**src/rtl/seq_pkg.sv**
```systemverilog
package seq_pkg;
  localparam int INSTR_W = 64;
  localparam int OPC_W   = 16;
  localparam int OPA_W   = 16;
  localparam int OPB_W   = 32;
  localparam int FLG_W   = 4;
  localparam int FLG_Z   = 1;
  localparam int FLG_S   = 3;

  typedef enum logic [1:0] {
    PH_FETCH  = 2'd0,
    PH_DECODE = 2'd1,
    PH_EXEC   = 2'd2
  } phase_e;

  typedef enum logic [3:0] {
    BC_NONE, BC_ALWAYS, BC_EQ, BC_NE, BC_GE, BC_GT, BC_LE, BC_LT, BC_RET
  } bcond_e;

  typedef struct packed {
    logic   legal;
    logic   wb;
    logic   flag;
    logic   push;
    logic   pop;
    bcond_e cond;
  } ctrl_t;

  localparam logic [OPC_W-1:0] OPC_NOP  = 16'h0000;
  localparam logic [OPC_W-1:0] OPC_LDI  = 16'h0001;
  localparam logic [OPC_W-1:0] OPC_MOV  = 16'h0002;
  localparam logic [OPC_W-1:0] OPC_ADD  = 16'h0003;
  localparam logic [OPC_W-1:0] OPC_SUB  = 16'h0004;
  localparam logic [OPC_W-1:0] OPC_ADDI = 16'h0005;
  localparam logic [OPC_W-1:0] OPC_SUBI = 16'h0006;
  localparam logic [OPC_W-1:0] OPC_CP   = 16'h0007;
  localparam logic [OPC_W-1:0] OPC_CPI  = 16'h0008;
  localparam logic [OPC_W-1:0] OPC_JMP  = 16'h0010;
  localparam logic [OPC_W-1:0] OPC_BREQ = 16'h0011;
  localparam logic [OPC_W-1:0] OPC_BRNE = 16'h0012;
  localparam logic [OPC_W-1:0] OPC_BRGE = 16'h0013;
  localparam logic [OPC_W-1:0] OPC_BRGT = 16'h0014;
  localparam logic [OPC_W-1:0] OPC_BRLE = 16'h0015;
  localparam logic [OPC_W-1:0] OPC_BRLT = 16'h0016;
  localparam logic [OPC_W-1:0] OPC_CALL = 16'h0017;
  localparam logic [OPC_W-1:0] OPC_RET  = 16'h0018;
endpackage

```
**src/rtl/seq_decode.sv**
```systemverilog
module seq_decode
  import seq_pkg::*;
(
  input  logic [OPC_W-1:0] opc,
  output ctrl_t            ctrl
);
  always_comb begin
    ctrl = '{legal: 1'b1, wb: 1'b0, flag: 1'b0, push: 1'b0, pop: 1'b0, cond: BC_NONE};
    case (opc)
      OPC_NOP: ;
      OPC_LDI, OPC_MOV: ctrl.wb = 1'b1;
      OPC_ADD, OPC_SUB, OPC_ADDI, OPC_SUBI: begin
        ctrl.wb   = 1'b1;
        ctrl.flag = 1'b1;
      end
      OPC_CP, OPC_CPI: ctrl.flag = 1'b1;
      OPC_JMP:  ctrl.cond = BC_ALWAYS;
      OPC_BREQ: ctrl.cond = BC_EQ;
      OPC_BRNE: ctrl.cond = BC_NE;
      OPC_BRGE: ctrl.cond = BC_GE;
      OPC_BRGT: ctrl.cond = BC_GT;
      OPC_BRLE: ctrl.cond = BC_LE;
      OPC_BRLT: ctrl.cond = BC_LT;
      OPC_CALL: begin
        ctrl.push = 1'b1;
        ctrl.cond = BC_ALWAYS;
      end
      OPC_RET: begin
        ctrl.pop  = 1'b1;
        ctrl.cond = BC_RET;
      end
      default: ctrl.legal = 1'b0;
    endcase
  end
endmodule

```
**src/rtl/seq_branch.sv**
```systemverilog
module seq_branch
  import seq_pkg::*;
(
  input  bcond_e cond,
  input  logic   flag_s,
  input  logic   flag_z,
  output logic   redirect,
  output logic   from_stack
);
  always_comb begin
    from_stack = 1'b0;
    case (cond)
      BC_ALWAYS: redirect = 1'b1;
      BC_EQ:     redirect = flag_z;
      BC_NE:     redirect = !flag_z;
      BC_GE:     redirect = !flag_s;
      BC_GT:     redirect = !flag_s && !flag_z;
      BC_LE:     redirect = flag_s || flag_z;
      BC_LT:     redirect = flag_s;
      BC_RET: begin
        redirect   = 1'b1;
        from_stack = 1'b1;
      end
      default:   redirect = 1'b0;
    endcase
  end
endmodule

```
**src/rtl/instruction_sequencer.sv**
```systemverilog
module instruction_sequencer
  import seq_pkg::*;
#(
  parameter int PC_W = 8
) (
  input  logic                 clk,
  input  logic                 rst,
  output logic [PC_W-1:0]      pmem_addr,
  input  logic [INSTR_W-1:0]   pmem_rdata,
  input  logic [FLG_W-1:0]     alu_flags,
  input  logic [PC_W-1:0]      pop_data,
  output logic [1:0]           phase,
  output logic [INSTR_W-1:0]   ir,
  output logic [PC_W-1:0]      mar,
  output logic [OPC_W-1:0]     opcode,
  output logic [OPA_W-1:0]     opnd1,
  output logic [OPB_W-1:0]     opnd2,
  output logic [FLG_W-1:0]     status,
  output logic                 wb_en,
  output logic                 flag_en,
  output logic                 push_en,
  output logic                 pop_en,
  output logic [PC_W-1:0]      push_data
);
  localparam logic [PC_W-1:0] PC_ONE = PC_W'(1);

  phase_e               state;
  logic [PC_W-1:0]      pc_q, mar_q;
  logic [INSTR_W-1:0]   ir_q;
  logic [OPC_W-1:0]     opc_q;
  logic [OPA_W-1:0]     opa_q;
  logic [OPB_W-1:0]     opb_q;
  logic [FLG_W-1:0]     sr_q;
  ctrl_t                ctrl_q, dec_ctrl;
  logic                 redirect, from_stack, wipe;

  seq_decode u_dec (
    .opc  (ir_q[INSTR_W-1 -: OPC_W]),
    .ctrl (dec_ctrl)
  );

  seq_branch u_br (
    .cond       (ctrl_q.cond),
    .flag_s     (sr_q[FLG_S]),
    .flag_z     (sr_q[FLG_Z]),
    .redirect   (redirect),
    .from_stack (from_stack)
  );

  always_comb begin
    case (state)
      PH_FETCH, PH_DECODE: wipe = 1'b0;
      PH_EXEC:             wipe = !ctrl_q.legal;
      default:             wipe = 1'b1;
    endcase
  end

  always_ff @(posedge clk) begin
    if (rst || wipe) begin
      state  <= PH_FETCH;
      pc_q   <= '0;
      mar_q  <= '0;
      ir_q   <= '0;
      opc_q  <= '0;
      opa_q  <= '0;
      opb_q  <= '0;
      sr_q   <= '0;
      ctrl_q <= '0;
    end else begin
      case (state)
        PH_FETCH: begin
          ir_q  <= pmem_rdata;
          mar_q <= pc_q;
          pc_q  <= pc_q + PC_ONE;
          state <= PH_DECODE;
        end
        PH_DECODE: begin
          opc_q  <= ir_q[INSTR_W-1 -: OPC_W];
          opa_q  <= ir_q[OPB_W +: OPA_W];
          opb_q  <= ir_q[OPB_W-1:0];
          ctrl_q <= dec_ctrl;
          state  <= PH_EXEC;
        end
        default: begin
          if (redirect) pc_q <= from_stack ? pop_data : opa_q[PC_W-1:0];
          if (ctrl_q.flag) sr_q <= alu_flags;
          ctrl_q <= '0;
          state  <= PH_FETCH;
        end
      endcase
    end
  end

  assign pmem_addr = pc_q;
  assign phase     = state;
  assign ir        = ir_q;
  assign mar       = mar_q;
  assign opcode    = opc_q;
  assign opnd1     = opa_q;
  assign opnd2     = opb_q;
  assign status    = sr_q;
  assign wb_en     = ctrl_q.wb;
  assign flag_en   = ctrl_q.flag;
  assign push_en   = ctrl_q.push;
  assign pop_en    = ctrl_q.pop;
  assign push_data = pc_q;

  assert_phase_step_R10: assert property (@(posedge clk) disable iff (rst)
    (state == PH_FETCH) |=> (state == PH_DECODE));
  assert_exec_returns_R10: assert property (@(posedge clk) disable iff (rst)
    (state == PH_EXEC) |=> (state == PH_FETCH));
  assert_fetch_advance_R2: assert property (@(posedge clk) disable iff (rst)
    (state == PH_FETCH) |=> (pc_q == $past(pc_q) + PC_ONE && mar_q == $past(pc_q)));
  assert_strobe_window_R4: assert property (@(posedge clk) disable iff (rst)
    (state != PH_EXEC) |-> !(wb_en || flag_en || push_en || pop_en));
  assert_stack_excl_R8: assert property (@(posedge clk) disable iff (rst)
    $onehot0({push_en, pop_en}));
  assert_jump_target_R7: assert property (@(posedge clk) disable iff (rst)
    (state == PH_EXEC && ctrl_q.legal && redirect && !from_stack)
      |=> (pc_q == $past(opa_q[PC_W-1:0])));
  assert_illegal_wipe_R9: assert property (@(posedge clk) disable iff (rst)
    (state == PH_EXEC && !ctrl_q.legal) |=> (pc_q == '0 && sr_q == '0 && ir_q == '0));
  assert_flags_hold_R6: assert property (@(posedge clk) disable iff (rst)
    (state != PH_EXEC) |=> $stable(sr_q));
endmodule

```
**config.mk**
```make
export PLATFORM = sky130hd
export DESIGN_NAME = instruction_sequencer
export DESIGN_NICKNAME = d
export VERILOG_FILES = /design/src/rtl/seq_pkg.sv /design/src/rtl/seq_decode.sv /design/src/rtl/seq_branch.sv /design/src/rtl/instruction_sequencer.sv
export SDC_FILE = /design/constraint.sdc
export NUM_CORES = 1
export LEC_CHECK = 0
export BUFFER_PORTS_ARGS = -buffer_cell sky130_fd_sc_hd__buf_2
export CAP_MARGIN = 25
export CORE_AREA = 5 5 118 120
export DETAILED_ROUTE_END_ITERATION = 12
export DIE_AREA = 0 0 123 125
export GPL_TIMING_DRIVEN = 0
export PLACE_DENSITY_LB_ADDON = 0.25
export SYNTH_ARGS = -nofsm -noshare
export SYNTH_HDL_FRONTEND = slang
export SYNTH_SLANG_ARGS = --single-unit
```
**constraint.sdc**
```tcl
create_clock -name clk -period 2.2 [get_ports clk]
set_input_delay 0.44 -clock clk [delete_from_list [all_inputs] [get_ports clk]]
set_output_delay 0.44 -clock clk [all_outputs]
set_load 0.02 [all_outputs]
```
# After elaboration in Yosys (flattened, before gate mapping)
# Cells that the tools add are included.
# word_totals
regBits	159
in_bits	78
out_inout_bits	162
wordCells	75
# op_classes
add_sub_neg	1
n_eq_ne	27
n_mux	14
bitwise	2
n_reduce_logical	17
# ops
operator	count
$eq A16 B5 Y1 const B	9
$eq A16 B3 Y1 const B	4
$eq A16 B2 Y1 const B	2
$pmux W4 S8	1
$pmux W9 S2	1
$reduce_or A18 Y1	1
$eq A16 B1 Y1 const B	1
$eq A16 B4 Y1 const B	1
$eq A4 B3 Y1 const B	4
$logic_not A16 Y1	1
$mux W8	2
$pmux W8 S2	1
$reduce_or A6 Y1	2
$add A8 B1 Y8 const B	1
$eq A4 B2 Y1 const B	2
$pmux W1 S7	1
$mux W1	6
$reduce_or A2 Y1	3
$eq A4 B1 Y1 const B	1
$eq A4 B4 Y1 const B	1
$pmux W2 S2	1
$reduce_and A2 Y1	2
$logic_not A1 Y1	3
$eq A2 B1 Y1 const B	1
7 further kinds	9

# Logic depth before layout (Yosys ltp)
# logic_depth
ltp_word	5
mapped_depth	7
ltp_nobuf	5

# Hierarchy
# From an unflattened synthesis, not the netlist that was laid out.
# hier_totals
cells_unflattened	752
area_unflattened_um2	6005.8
# by_module_without_submodules
module	instances	cells_each	area_per_inst_um2
instruction_sequencer	1	714	5763.0
seq_decode	1	29	182.7
seq_branch	1	9	60.1

# Worst setup path before layout
# No wires, ideal clock.
# synth_timing
path_type	register to register
start	reg, netlist name pop_en
end	reg pc_q[3], in the netlist pmem_addr[3]
setup_time_ns	0.115
arrival_ns	1.548
required_time_ns	2.085
setup_slack_ns	0.537
path_stages_with_launch	6
n_path_buf	0
synth_period_minus_slack_ns	1.663
path_cell_list	dfxtp_1 > or4_1 > nand3_1 > a31oi_2 > a211o_2 > and3_1
# synth_rtl
item	line	rtl
end signal, assigned	instruction_sequencer.sv:74	pc_q <= pc_q + PC_ONE;
end signal, assigned	instruction_sequencer.sv:85	if (redirect) pc_q <= from_stack ? pop_data : opa_q[PC_W-1:0];
end, declared	instruction_sequencer.sv:28	logic [PC_W-1:0] pc_q, mar_q;

# Worst setup path after layout
# layout_timing
start	reg state[1], in the netlist phase[1]
end	reg opb_q[1], in the netlist opnd2[1]
# layout_between
elab_chain_cells	4
elab_cells_between_ends	6
classes_between	2 x eq/ne; 1 x mux; 3 x reduce/logical
# layout_rtl
item	line	rtl
start, declared	instruction_sequencer.sv:27	phase_e state;
start signal, assigned	instruction_sequencer.sv:60	state <= PH_FETCH;
start signal, assigned	instruction_sequencer.sv:75	state <= PH_DECODE;
start signal, assigned	instruction_sequencer.sv:82	state <= PH_EXEC;
$eq A2 B1 Y1 or $logic_not A2 Y1 (tied branches)	instruction_sequencer.sv:51, instruction_sequencer.sv:70	
$reduce_or A2 Y1 (no line)	n/a	
$pmux W1 S2	instruction_sequencer.sv:51	case (state)
$logic_or A1 B1 Y1	instruction_sequencer.sv:59	if (rst || wipe) begin
end signal, assigned	instruction_sequencer.sv:80	opb_q <= ir_q[OPB_W-1:0];
end, declared	instruction_sequencer.sv:32	logic [OPB_W-1:0] opb_q;
# Several ways; a longest one is shown, not always the timed one.
# A chain may end at the register's enable or synchronous reset.

==> impl_results.md <==
* Status: completed
* Slew HR at 52.8%
* Net Count, Synth at 824
* WP buf/inv at 3
* Critical Path AT at 2.29 ns
* Rows at 42
* Routability cong. at 0.814
* Crit path max fanout at 10
* Largest net degree at the start of global routing at 17
* Internal at 5.20 mW
* Die Span X at 123 um
* RSZ-0062 raised after global routing: no
* Fmax achieved at 0.496 GHz
* Final Util at 61.7%
* Final setup viols at 0
* PnR Total Power at 7.07 mW
* Post-route ant nets at 0
* Commonest cells after routing, fill and taps aside: nand2_1 (295), buf_2 (240), dfxtp_1 (158)
* WP data required at 2.47 ns
* # port buffers at 239
* Switching Share at 26.4%
* Met2 Usage GRT at 35.8%
* Design Area, Final at 7940 sq um
* Most used cell, CP: clkbuf_1
* Syn Area/Cell at 7.96 sq um
* Drt pass-1 iters at 4
* Global-route wire length before repair at 27.1 mm
* CORE AREA at 12,900 sq um
* DR WL/cell at 14.7 um
* Slowest CP cell: clkbuf_1
* Die area at 15,400 sq um
* Fin. max-slew vios at 0
* FF/Latch Area at 3160 sq um
* H-tree depth at 4
* Clock slew at the register clock pins of the worst setup and hold paths at 0.06 ns
* Comb power frac at 14.0%
* P_sw at 1.87 mW
* Number of global-route vias before repair at 5,361
* M3 GR Usage at 5.87%
* Cts bufs inserted at 17
* Fin cells at 1,188
* Area of the multi-input gates at 2430 sq um
* Dominant cells by area after synthesis: dfxtp_1 (53%), nand2_1 (19%), a21oi_1 (12%)
* Min-Delay Startpoint: pmem_rdata[26]
* Io pins at 240
* Async set or reset register ratio after synthesis at 0%
* Skew final at 0.00690 ns
* HPWL after DPL at 13.0 mm
* GRT met1 Usage at 28.4%
* Kind of critical path: reg -> reg
* Syn-to-layout area delta at 33.9%
* Antenna fix cells at 0
* Yosys reg bits at 158
* Most used flip-flop cell after synthesis: dfxtp_1
* EDFF count, synth at 0
* Layout cell share with drive strength beyond 1 at 29.6%
* Yosys warns at 0
* # clock sinks at 158
* GRT Util Overall at 22.3%
* Hold WS at 0.259 ns
* Setup ws final at 0.185 ns
* Leak at 3.59 nW
* Syn Std Cell Area at 5930 sq um
* Hold Buf Count CTS at 0
* Setup Fix Bufs, Post-CTS at 0
* Dominant cell type by area after synthesis: dfxtp_1
* Nets@finish at 1,082
* Worst Tran Pin Value at 0.708 ns
* Initial Util at 46.1%
* Drt drc at 0
* Via count at 5,762
* Initial antenna violation count at 0
* Clock share of power at 41.8%
* Drt via density at 4.85
* Top Usage Layer GRT: met2
* CTS tree: built
* Reg2Reg Depth at 5
* Placed cell area at 7350 sq um
* Clock Latency Late Sink at 0.41 ns
* CP cell instances: clkbuf_8 -> a21o_2 -> clkbuf_1 -> clkbuf_1 -> a21oi_1
* Die Y at 125 um
* Crit. End Element: flip-flop
* Hold crit path type: in -> reg
* Tcrit/Tclk final at 91.6%
* Setup TNS at 0 ns
* Pwr dens at 890 nW/um^2
* Post-synth cell types at 43
* Total grt overflow at 0
* Iter 0 DRT Violations at 354
* Placement Setup Slack at 0.0914 ns
* Resized Gates After CTS at 0
* R2R Path Start: phase[1]$_SDFF_PP0_
* Clk buf depth at 2
* Clk root buf: clkbuf_16
* Mapped Cells at 745
* Largest stage delay, worst path at 0.50 ns
* Cell count of the worst hold path at 3
* CP Launch Type: flip-flop
* Leading cell type in the layout, fill and taps excluded: nand2_1
* Seq pwr share at 44.2%
* Post-Route WL at 17.5 mm
* Final Hold Vio Count at 0
* Yosys top cell area share at 53.3%
* Crit path from: phase[1]$_SDFF_PP0_
* Critical path depth at 5
* Tmin final at 2.01 ns
* Sequential area share after synthesis at 53.3%
* CP delay by family, top: buffers and inverters
* # Max-Cap Violations at 0
* Max rail drop VDD at 401 uV
* Placed Cells at 1,160
* Fill cells at 1,209
[power by group through the flow]
stage / logic (mW) / registers [mW] / clock network, mW
5_1_grt: 1.09 / 3.15 / 3.10
3_5_place_dp: 0.999 / 3.19 / 0
4_1_cts: 1.00 / 3.13 / 3.00
6_report: 0.986 / 3.12 / 2.96
3_3_place_gp: 0.990 / 3.18 / 0
2_1_floorplan: 0.435 / 3.34 / 0
[area by class of cell]
type	instances	area share, %
sequential	158	39.8
timing repair buffer	239	15.1
buffer	64	4.25
tap	176	2.77
clock buffer	21	6.05
multi-input combinational	523	30.6
clock inverter	7	1.42
[layer usage]
layer  vias to the layer above  wire length, um
li1                       2953                -
met5                         -                0
met4                         0              247
met3                        16             1350
met2                       182             8240
met1                      2611             7620
[final timing paths]
kind,end,slack (ns)
worst max register to register,opnd2[1]$_SDFFE_PP0P_,0.19
worst min register to register,mar[7]$_SDFFE_PP0P_,0.45
worst min-delay path,ir[26]$_SDFFE_PP0P_,0.26
worst max-delay path,opnd2[1]$_SDFFE_PP0P_,0.19
[kinds of logic after synthesis]
| group | count (synthesis) | share of synthesized area (%) |
|---|---|---|
| fa+ha+maj | 1 | 0.211 |
| buf+inv | 64 | 5.65 |
| flops | 158 | 53.3 |
| simple gates | 342 | 23.6 |
| xor+xnor | 4 | 0.591 |
| compound gates | 168 | 15.1 |
| mux | 8 | 1.43 |
[state kept, by name, summed over array words and instances (netlist names), 4 cells and up]
| register | flops |
|---|---|
| ctrl_q | 4 |
| ir | 64 |
| opnd1 | 16 |
| status | 4 |
| opcode | 16 |
| opnd2 | 32 |
| pmem_addr | 8 |
| mar | 8 |
[Yosys cell counts (all sizes together), types with 3 or more instances]
master	number
a31oi	6
or2	3
mux2	4
nor4	3
buf	21
a21oi	144
nor3b	4
a22o	3
and3	4
dfxtp	158
nand3b	5
nand3	7
clkbuf	43
mux2i	4
o21ai	7
nor2	4
nand2	295
nand2b	4
[worst reg2reg max path, cell delays in order (launching register included)]
cell,delay [ns]
dfxtp_1,0.41
clkbuf_8,0.21
a21o_2,0.19
clkbuf_1,0.49
clkbuf_1,0.50
a21oi_1,0.08
No activity file was read; power rests on OpenSTA's default activity.
